## src/rtl/uart485_pkg.sv

```systemverilog
package uart485_pkg;

  typedef enum logic [2:0] {
    PAR_NONE  = 3'd0,
    PAR_ODD   = 3'd1,
    PAR_EVEN  = 3'd2,
    PAR_MARK  = 3'd3,
    PAR_SPACE = 3'd4
  } par_mode_t;

  typedef enum logic [2:0] {
    TX_IDLE, TX_START, TX_DATA, TX_PAR, TX_STOP
  } tx_state_t;

  typedef enum logic [2:0] {
    RX_IDLE, RX_HUNT, RX_DATA, RX_PAR, RX_STOP, RX_WAITHI
  } rx_state_t;

  // true when the mode inserts a parity bit
  function automatic logic par_on(input par_mode_t m);
    return (m == PAR_ODD) || (m == PAR_EVEN) || (m == PAR_MARK) || (m == PAR_SPACE);
  endfunction

  // parity bit value given the xor of the data bits
  function automatic logic par_from(input par_mode_t m, input logic x);
    case (m)
      PAR_ODD:  return ~x;
      PAR_EVEN: return x;
      PAR_MARK: return 1'b1;
      default:  return 1'b0;
    endcase
  endfunction

endpackage

```

## src/rtl/uart485_tx.sv

```systemverilog
module uart485_tx
  import uart485_pkg::*;
#(
  parameter int DATA_W = 8,
  parameter int OSR    = 16
) (
  input  logic              clk,
  input  logic              rst_n,
  input  logic              tick,
  input  logic              len7,
  input  logic              stop2,
  input  logic [2:0]        par_mode,
  input  logic              flow_en,
  input  logic              cts,
  input  logic              brk,
  input  logic              in_valid,
  output logic              in_ready,
  input  logic [DATA_W-1:0] in_data,
  output logic              line_out,
  output logic              drv_en
);
  localparam int CW = $clog2(OSR);
  localparam int BW = $clog2(DATA_W + 1);

  tx_state_t         st;
  logic [CW-1:0]     tcnt;
  logic [BW-1:0]     bidx, last_idx;
  logic [DATA_W-1:0] shreg, word_in;
  logic              par_q, stop_more, c_len7, c_stop2, bit_end, line_bit;
  par_mode_t         c_par;

  assign word_in  = len7 ? {1'b0, in_data[DATA_W-2:0]} : in_data;
  assign in_ready = (st == TX_IDLE) && !brk && (!flow_en || cts);
  assign bit_end  = tick && (tcnt == CW'(OSR - 1));
  assign last_idx = c_len7 ? BW'(DATA_W - 2) : BW'(DATA_W - 1);

  always_ff @(posedge clk or negedge rst_n) begin
    if (!rst_n) begin
      st        <= TX_IDLE;
      tcnt      <= '0;
      bidx      <= '0;
      shreg     <= '0;
      par_q     <= 1'b0;
      stop_more <= 1'b0;
      c_len7    <= 1'b0;
      c_stop2   <= 1'b0;
      c_par     <= PAR_NONE;
    end else if (st == TX_IDLE) begin
      if (in_valid && in_ready) begin
        st      <= TX_START;
        tcnt    <= '0;
        shreg   <= word_in;
        par_q   <= par_from(par_mode_t'(par_mode), ^word_in);
        c_len7  <= len7;
        c_stop2 <= stop2;
        c_par   <= par_mode_t'(par_mode);
      end
    end else if (tick) begin
      tcnt <= bit_end ? '0 : tcnt + CW'(1);
      if (bit_end) begin
        case (st)
          TX_START: begin
            st   <= TX_DATA;
            bidx <= '0;
          end
          TX_DATA: begin
            shreg <= shreg >> 1;
            if (bidx == last_idx) begin
              if (par_on(c_par)) st <= TX_PAR;
              else begin
                st        <= TX_STOP;
                stop_more <= c_stop2;
              end
            end else begin
              bidx <= bidx + BW'(1);
            end
          end
          TX_PAR: begin
            st        <= TX_STOP;
            stop_more <= c_stop2;
          end
          TX_STOP: begin
            if (stop_more) stop_more <= 1'b0;
            else           st        <= TX_IDLE;
          end
          default: st <= TX_IDLE;
        endcase
      end
    end
  end

  always_comb begin
    case (st)
      TX_START: line_bit = 1'b0;
      TX_DATA:  line_bit = shreg[0];
      TX_PAR:   line_bit = par_q;
      default:  line_bit = 1'b1;
    endcase
  end

  assign line_out = brk ? 1'b0 : line_bit;
  assign drv_en   = (st != TX_IDLE) || brk;

endmodule

```

## src/rtl/uart485_rx.sv

```systemverilog
module uart485_rx
  import uart485_pkg::*;
#(
  parameter int DATA_W = 8,
  parameter int OSR    = 16,
  parameter int SYNC   = 2
) (
  input  logic              clk,
  input  logic              rst_n,
  input  logic              tick,
  input  logic              len7,
  input  logic              stop2,
  input  logic [2:0]        par_mode,
  input  logic              line_in,
  output logic              out_valid,
  input  logic              out_ready,
  output logic [DATA_W-1:0] out_data,
  output logic              out_perr,
  output logic              out_ferr,
  output logic              out_brk
);
  localparam int CW = $clog2(OSR);
  localparam int BW = $clog2(DATA_W + 1);

  logic [SYNC-1:0]   sync_q;
  logic              line;
  rx_state_t         st;
  logic [CW-1:0]     tcnt;
  logic [BW-1:0]     bidx, last_idx;
  logic [DATA_W-1:0] shreg, word;
  logic              par_bit, all_low, ferr_q, stop_more, stop_first;
  logic              c_len7, c_stop2, sample, fin, fe_now, pe_now, bk_now;
  par_mode_t         c_par;

  // input synchroniser, one flop per stage
  generate
    for (genvar s = 0; s < SYNC; s++) begin : g_sync
      always_ff @(posedge clk or negedge rst_n) begin
        if (!rst_n) sync_q[s] <= 1'b1;
        else        sync_q[s] <= (s == 0) ? line_in : sync_q[(s == 0) ? 0 : s-1];
      end
    end
  endgenerate
  assign line = sync_q[SYNC-1];

  assign last_idx = c_len7 ? BW'(DATA_W - 2) : BW'(DATA_W - 1);
  assign sample   = tick && (tcnt == CW'(OSR - 1)) &&
                    (st == RX_DATA || st == RX_PAR || st == RX_STOP);
  assign fin      = sample && (st == RX_STOP) && !stop_more;
  assign word     = c_len7 ? {1'b0, shreg[DATA_W-1:1]} : shreg;
  assign fe_now   = stop_first ? !line : ferr_q;
  assign pe_now   = par_on(c_par) && (par_bit != par_from(c_par, ^word));
  assign bk_now   = all_low && !line;

  always_ff @(posedge clk or negedge rst_n) begin
    if (!rst_n) begin
      st         <= RX_IDLE;
      tcnt       <= '0;
      bidx       <= '0;
      shreg      <= '0;
      par_bit    <= 1'b0;
      all_low    <= 1'b0;
      ferr_q     <= 1'b0;
      stop_more  <= 1'b0;
      stop_first <= 1'b0;
      c_len7     <= 1'b0;
      c_stop2    <= 1'b0;
      c_par      <= PAR_NONE;
    end else begin
      case (st)
        RX_IDLE: if (tick && !line) begin
          st      <= RX_HUNT;
          tcnt    <= CW'(1);
          c_len7  <= len7;
          c_stop2 <= stop2;
          c_par   <= par_mode_t'(par_mode);
        end
        RX_HUNT: if (tick) begin
          if (line) st <= RX_IDLE;
          else if (tcnt == CW'(OSR/2 - 1)) begin
            st      <= RX_DATA;
            tcnt    <= '0;
            bidx    <= '0;
            all_low <= 1'b1;
          end else tcnt <= tcnt + CW'(1);
        end
        RX_WAITHI: if (line) st <= RX_IDLE;
        default: if (tick) begin
          tcnt <= (tcnt == CW'(OSR - 1)) ? '0 : tcnt + CW'(1);
          if (sample) begin
            all_low <= all_low && !line;
            case (st)
              RX_DATA: begin
                shreg <= {line, shreg[DATA_W-1:1]};
                if (bidx == last_idx) begin
                  if (par_on(c_par)) st <= RX_PAR;
                  else begin
                    st         <= RX_STOP;
                    stop_more  <= c_stop2;
                    stop_first <= 1'b1;
                  end
                end else bidx <= bidx + BW'(1);
              end
              RX_PAR: begin
                par_bit    <= line;
                st         <= RX_STOP;
                stop_more  <= c_stop2;
                stop_first <= 1'b1;
              end
              default: begin
                if (stop_first) ferr_q <= !line;
                stop_first <= 1'b0;
                if (stop_more) stop_more <= 1'b0;
                else st <= fe_now ? RX_WAITHI : RX_IDLE;
              end
            endcase
          end
        end
      endcase
    end
  end

  // output register: hold until taken, drop a character that finds it full
  always_ff @(posedge clk or negedge rst_n) begin
    if (!rst_n) begin
      out_valid <= 1'b0;
      out_data  <= '0;
      out_perr  <= 1'b0;
      out_ferr  <= 1'b0;
      out_brk   <= 1'b0;
    end else begin
      if (out_valid && out_ready) out_valid <= 1'b0;
      if (fin && (!out_valid || out_ready)) begin
        out_valid <= 1'b1;
        out_data  <= word;
        out_perr  <= pe_now;
        out_ferr  <= fe_now;
        out_brk   <= bk_now;
      end
    end
  end

endmodule

```

## src/rtl/uart485_port.sv

```systemverilog
module uart485_port
  import uart485_pkg::*;
#(
  parameter int DATA_W = 8,
  parameter int OSR    = 16,
  parameter int SYNC   = 2
) (
  input  logic              clk,
  input  logic              rst_n,
  input  logic              tick16,
  input  logic              cfg_len7,
  input  logic              cfg_stop2,
  input  logic [2:0]        cfg_parity,
  input  logic              cfg_flow_en,
  input  logic              brk_req,
  input  logic              tx_valid,
  output logic              tx_ready,
  input  logic [DATA_W-1:0] tx_data,
  output logic              ser_out,
  output logic              drv_en,
  input  logic              cts_in,
  output logic              rts_out,
  input  logic              ser_in,
  output logic              rx_valid,
  input  logic              rx_ready,
  output logic [DATA_W-1:0] rx_data,
  output logic              rx_perr,
  output logic              rx_ferr,
  output logic              rx_break
);

  uart485_tx #(.DATA_W(DATA_W), .OSR(OSR)) u_tx (
    .clk(clk), .rst_n(rst_n), .tick(tick16),
    .len7(cfg_len7), .stop2(cfg_stop2), .par_mode(cfg_parity),
    .flow_en(cfg_flow_en), .cts(cts_in), .brk(brk_req),
    .in_valid(tx_valid), .in_ready(tx_ready), .in_data(tx_data),
    .line_out(ser_out), .drv_en(drv_en)
  );

  uart485_rx #(.DATA_W(DATA_W), .OSR(OSR), .SYNC(SYNC)) u_rx (
    .clk(clk), .rst_n(rst_n), .tick(tick16),
    .len7(cfg_len7), .stop2(cfg_stop2), .par_mode(cfg_parity),
    .line_in(ser_in),
    .out_valid(rx_valid), .out_ready(rx_ready), .out_data(rx_data),
    .out_perr(rx_perr), .out_ferr(rx_ferr), .out_brk(rx_break)
  );

  // request-to-send mirrors the consumer's readiness one clock later
  always_ff @(posedge clk or negedge rst_n) begin
    if (!rst_n) rts_out <= 1'b0;
    else        rts_out <= rx_ready;
  end

endmodule

```

## config.mk

```make
export PLATFORM = sky130hd
export DESIGN_NAME = uart485_port
export DESIGN_NICKNAME = d
export VERILOG_FILES = /design/src/rtl/uart485_pkg.sv /design/src/rtl/uart485_tx.sv /design/src/rtl/uart485_rx.sv /design/src/rtl/uart485_port.sv
export SDC_FILE = /design/constraint.sdc
export NUM_CORES = 1
export LEC_CHECK = 0
export BUFFER_PORTS_ARGS = -buffer_cell sky130_fd_sc_hd__buf_2
export CORE_UTILIZATION = 46
export CTS_BUF_LIST = sky130_fd_sc_hd__clkbuf_8
export CTS_CLUSTER_DIAMETER = 100
export DETAILED_ROUTE_END_ITERATION = 8
export GPL_TIMING_DRIVEN = 0
export PLACE_DENSITY = 0.73
export RECOVER_POWER = 100
export SLEW_MARGIN = 20
export SYNTH_ARGS = -nofsm -noshare
export SYNTH_HDL_FRONTEND = slang
export SYNTH_SLANG_ARGS = --single-unit
export TNS_END_PERCENT = 50
```

## constraint.sdc

```tcl
create_clock -name clk -period 5.7 [get_ports clk]
set_input_delay 0.57 -clock clk [delete_from_list [all_inputs] [get_ports clk]]
set_output_delay 0.57 -clock clk [all_outputs]
set_load 0.01 [all_outputs]
```

-- Yosys cells after proc, flatten, opt, wreduce, memory -nomap -nowiden
Index checks and enable logic that the tools add are counted.
- bits of input ports: 22
- output and inout port bits: 16
- register bits after elaboration: 70
- muxes and demuxes: 73
- equality and inequality tests: 43
- bitwise logic cells: 7
- add/subtract/negate cells: 4
- reductions and logical operators: 63
- operators with widths (operator ; number):
    4-bit two-way mux ; 18
    8-bit two-way mux ; 7
    3-bit two-way mux ; 18
    3-bit by 2-bit == test with 1-bit output (second input constant) ; 10
    5-bit AND reduction ; 5
    1-bit two-way mux ; 17
    4-bit by 1-bit adder with 4-bit output (second input constant) ; 4
    2-bit inequality test (second input constant) ; 8
    4-bit one-hot mux with 2 select lines ; 2
    4-bit AND reduction ; 4
    2-bit nonzero test ; 8
    8-bit parity ; 2
    3-bit by 1-bit == test with 1-bit output (second input constant) ; 5
    3-bit == test (second input constant) ; 5
    1-bit logical AND ; 13
    1-bit one-hot mux with 3 select lines ; 4
    3-bit one-hot mux with 4 select lines ; 1
    4-bit one-hot mux with 3 select lines ; 1
    1-bit logical OR ; 11
    3-bit one-hot mux with 3 select lines ; 1
    3-bit nonzero test ; 3
    4-bit == test ; 2
    4-bit == test (second input constant) ; 2
    2-bit by 1-bit inequality test with 1-bit output (second input constant) ; 4
    18 further kinds ; 35

-- Depth between registers and ports, before layout
- depth in word-level cells: 10
- depth in mapped cells: 8
- mapped depth without buffers: 6

-- Modules after synthesis
Synthesis repeated with hierarchy kept, for this count alone.
- cells, all modules: 363
- area, all modules: 3601.0 um^2
- by module, submodules not included (module ; area an instance (um^2) ; times used ; cells each):
    uart485_rx ; 2139.6 ; 1 ; 209
    uart485_tx ; 1436.4 ; 1 ; 153
    uart485_port ; 25.0 ; 1 ; 1

-- Least setup slack after synthesis
OpenSTA, ideal clock, no wires.
- kind: reg2reg
- from: reg u_tx.st[0]
- to: reg u_tx.tcnt[2]
- stages on the path, launching flop included: 6
- library setup time: 0.122 ns
- buffers on the path: 1
- period minus slack after synthesis: 1.844 ns
- data arrival time: 1.722 ns
- slack: 3.856 ns
- cell sequence: dfrtp_1 > buf_6 > or3_4 > nor3_1 > nand2_1 > a32o_1
- word-level cells in the longest chain between the ends: 6
- elaborated cells on any way between the ends: 8
- RTL lines (what ; line ; RTL):
    from (decl) ; uart485_tx.sv:25 ; tx_state_t st;
    from (signal assigned) ; uart485_tx.sv:39 ; st <= TX_IDLE;
    from (signal assigned) ; uart485_tx.sv:50 ; st <= TX_START;
    from (signal assigned) ; uart485_tx.sv:63 ; st <= TX_DATA;
    3-bit zero test ; uart485_tx.sv:33 ; assign in_ready = (st == TX_IDLE) && !brk && (!flow_en || cts);
    1-bit logical AND (2 in series) ; uart485_tx.sv:33 ;
    net tx_ready ; uart485_port.sv:17 ; output logic tx_ready,
    1-bit logical AND ; uart485_tx.sv:49 ; if (in_valid && in_ready) begin
    2-bit inequality test (no line) ; - ;
    2-bit AND reduction (no line) ; - ;
    to (signal assigned) ; uart485_tx.sv:59 ; tcnt <= bit_end ? '0 : tcnt + CW'(1);
    to (decl) ; uart485_tx.sv:26 ; logic [CW-1:0] tcnt;
The timed path passes the listed nets, and every way through them passes these cells.
A chain may end at the register's enable or synchronous reset.

-- Final worst setup path
- from: reg u_tx.st[0]
- to: reg u_tx.shreg[3]
- word-level cells in the longest chain between the ends: 6
- elaborated cells on any way between the ends: 11
- RTL lines (what ; line ; RTL):
    3-bit zero test ; uart485_tx.sv:33, uart485_tx.sv:48 ;
    1-bit logical AND (2 in series) ; uart485_tx.sv:33 ;
    1-bit logical AND ; uart485_tx.sv:49 ;
    2-bit inequality test (no line) ; - ;
    4-bit AND reduction (no line) ; - ;
    to (signal assigned) ; uart485_tx.sv:52 ; shreg <= word_in;
    to (signal assigned) ; uart485_tx.sv:67 ; shreg <= shreg >> 1;
    to (decl) ; uart485_tx.sv:28 ; logic [DATA_W-1:0] shreg, word_in;
Parallel ways exist; a longest one is shown, timed or not.

==> out/metrics.yaml <==
synth_cell_type_count: 58
setup_repair_after_global_routing_missed_its_margin: "false"
power-per-cell-area_mw_per_mm2: 450
post_synth_arst_share_pct: 100
critPathLaunchType: "flop"
antennaDiodeCount: 0
clk_path_buf_depth: 2
starting_utilization_of_the_core_area_pct: 48.0
std_cell_rows: 32
die_height_um: 92.3
p_switching_w: 0.000741
crit_top_cell: "clkbuf_1"
num_vias: 2933
setup-tns-final_ps: 0
detail-route-antenna-nets: 0
post-route-period-util_pct: 51.3
critPathMaxFanout: 10
clock-sinks: 70
syn_inst: 371
share_clk_of_total_power_pct: 18.4
worst_setup_path_end_kind: "flop"
switching_share_pct: 39.6
timing_worst_slew_pin_value_ps: 1190
finClkSkew_ps: 7.91
core_region_area_mm2: 0.00781
postSynthNetCount: 397
main_synth_ff_type: "dfrtp_1"
hp-class: "input port to flop"
critPathSlowestCell: "nor4b_1"
crit_buf_inv: 3
max-vdd-ir-drop_uv: 204
routed_wire_length_per_instance_um: 14.3
ctsResizeCount: 0
synth.avg_cell_area_um2: 10.1
internal_power_w: 0.00113
overflow_left_after_global_routing: 0
dp_hpwl_um: 5450
finalWirelength_um: 7530
synth.top_cell.area_share_pct: 45.4
ctsRootBufferMaster: "clkbuf_8"
path_clk_slew_ps: 80
worst_ep_arrival_time_ps: 3130
cts_setup_buffers: 0
yosysSeqAreaShare_pct: 46.8
place.port_buffers: 37
syn2layout_area_growth_pct: 10.8
cp_cell_sequence: "clkbuf_1 > or3_1 > nor4b_1 > clkbuf_1 > o221ai_1 > clkbuf_1 > nand2_1 > o21ai_0"
cts_tree: "built"
cts_made_buffers: 9
yosys-top-cells-area: "dfrtp_1 45%, mux2_2 5.4%, mux2i_1 5.1%"
grt_pass1_vias: 2814
drt_drc_violations_left: 0
mappedNetlistArea_mm2: 0.00375
die_x_um: 92.3
worst_slew_margin_rel_pct: 18.9
ys_top_cells_by_count: "68 x dfrtp_1, 41 x nand2_1, 26 x nor2_1, 23 x o21ai_0"
seq_power_share_pct: 40.7
timing.reg2reg.setup_slack_ps: 2770
vias_per_cell: 5.57
combPwrFrac_pct: 40.9
area_of_the_die_mm2: 0.00851
drv.max_cap_violation_count: 0
grt_antenna_before_repair: 0
yosys.cell_count.top_type: "dfrtp_1"
setup_viols_final: 0
final_estimated_routing_congestion_in_global_placement: 0.878
cp_data_required_time_ps: 5900
synth.ff_latch_count: 70
status: "finished, final reports clean"
first_pass_grt_wire_length_um: 13000
fin_nets: 446
design.portCount: 38
leakage_nw: 1.90
cts_h_tree_depth: 3
timing.setup.critical_path_class: "flop to flop"
gr-usage-all-layers_pct: 19.6
synth_edf_count: 0
netlist.top_cell.by_area: "dfrtp_1"
timing_hold_violations_final: 0
worst_path_largest_cell_delay_ps: 500
number_of_violations_reported_at_the_end_of_detailed_routing_iteration_0: 182
cts_hold_repair.buffers: 0
yosys_warns: 0
detailedRoute.firstPassIterationCount: 5
insertion_delay_ps: 340
slew_violations: 0
grt_max_degree: 59
maxClockFrequency_ghz: 0.342
final_layout_size_suffix_gt1_share_pct: 15.1
top_family_by_delay_on_critical_path: "simple AND/OR/NAND/NOR gates"
detailed_place.area_mm2: 0.00409
minimum_period_implied_by_the_final_worst_setup_slack_ps: 2930
layout.cell_area.non_filler_mm2: 0.00415
## state kept, by name, indices dropped and copies added (netlist names), 4 cells and up
name           count
u_rx.shreg         8
u_rx.bidx          4
u_tx.shreg         8
u_rx.out_data      8
u_tx.bidx          4
u_tx.tcnt          4
u_rx.tcnt          4
## cell type report
cell class,count,area (um2)
Buffer,17,71.3
Clock buffer,10,138
Tap cell,102,128
Clock inverter,6,30.0
Timing Repair Buffer,38,191
Fill cell,731,3650
Sequential cell,70,1750
Multi-Input combinational cell,269,1780
Inverter,15,56.3
## power by group through the flow
stage / combinational, W / clock (W) / sequential [W]
after floorplan: 0.000598 / 0 / 0.000762
final: 0.000765 / 0.000343 / 0.000762
after detailed placement: 0.000800 / 0 / 0.000770
after global routing: 0.000865 / 0.000375 / 0.000782
after CTS: 0.000806 / 0.000354 / 0.000761
after global placement: 0.000775 / 0 / 0.000761
## layer usage
layer / vias to the layer above / wire [um] / share of wire [%] / GRT usage, %
met5: - / 0 / 0 / 0
met4: 0 / 120 / 1.6 / 6.77
met3: 14 / 336 / 4.5 / 3.90
met2: 84 / 3500 / 46 / 31.5
met1: 1409 / 3580 / 48 / 26.4
li1: 1426 / - / - / -
## stage by stage
| stage | std cells | total power (W) | utilization, % | hold slack, ps | setup slack [ps] |
|---|---|---|---|---|---|
| 3_5_place_dp | 511 | 0.00157 | 52.4 | 347 | 3460 |
| 6_report | 527 | 0.00187 | 53.2 | 325 | 2770 |
| 2_1_floorplan | 371 | 0.00136 | - | 274 | 3860 |
| 5_1_grt | 527 | 0.00202 | 53.2 | 304 | 2530 |
| 3_3_place_gp | 510 | 0.00154 | 52.0 | 346 | 3510 |
| 4_1_cts | 527 | 0.00192 | 54.5 | 73.0 | 3400 |
## worst register-to-register path: stages, from the launching register on
cell      delay, ps
dfrtp_1         360
clkbuf_1        200
or3_1           450
nor4b_1         500
clkbuf_1        430
o221ai_1        370
clkbuf_1        290
nand2_1         100
o21ai_0          80
## placed cells by master, fill, tap and decap left out, types with 5 or more instances in the layout
master,n
dfrtp_1,68
buf_2,25
mux2_2,18
nor2b_1,7
nor2_1,26
a31oi_1,5
clkbuf_1,28
nand3_1,14
a21oi_1,19
nand2b_1,6
xnor2_1,8
o211ai_1,6
inv_1,16
clkbuf_8,10
mux2i_1,19
nor3_1,10
nand2_1,41
o21ai_0,27
## final timing paths
check                                               from                           end  cells after the start
worst max-delay path              u_tx.st[0]$_DFFE_PN0P_     u_tx.shreg[3]$_DFFE_PN0P_                      8
worst min-delay path                              ser_in      u_rx.sync_q[0]$_DFF_PN1_                      1
max in group asynchronous                          rst_n      u_tx.bidx[1]$_DFFE_PN0P_                      2
worst min register to register  u_rx.sync_q[0]$_DFF_PN1_           u_rx.line$_DFF_PN1_                      0
worst max register to register    u_tx.st[0]$_DFFE_PN0P_     u_tx.shreg[3]$_DFFE_PN0P_                      8
min in group asynchronous                          rst_n  u_rx.out_data[7]$_DFFE_PN0P_                      1
## kinds of logic after synthesis
| logic type | after synthesis | synth area share, % |
|---|---|---|
| mux | 37 | 10.5 |
| buf+inv | 32 | 4.07 |
| flops | 70 | 46.8 |
| fa+ha+maj | 4 | 1.34 |
| simple gates | 124 | 17.0 |
| compound gates | 89 | 15.7 |
| xor+xnor | 15 | 4.61 |
Power figures use the tool's default switching activity.
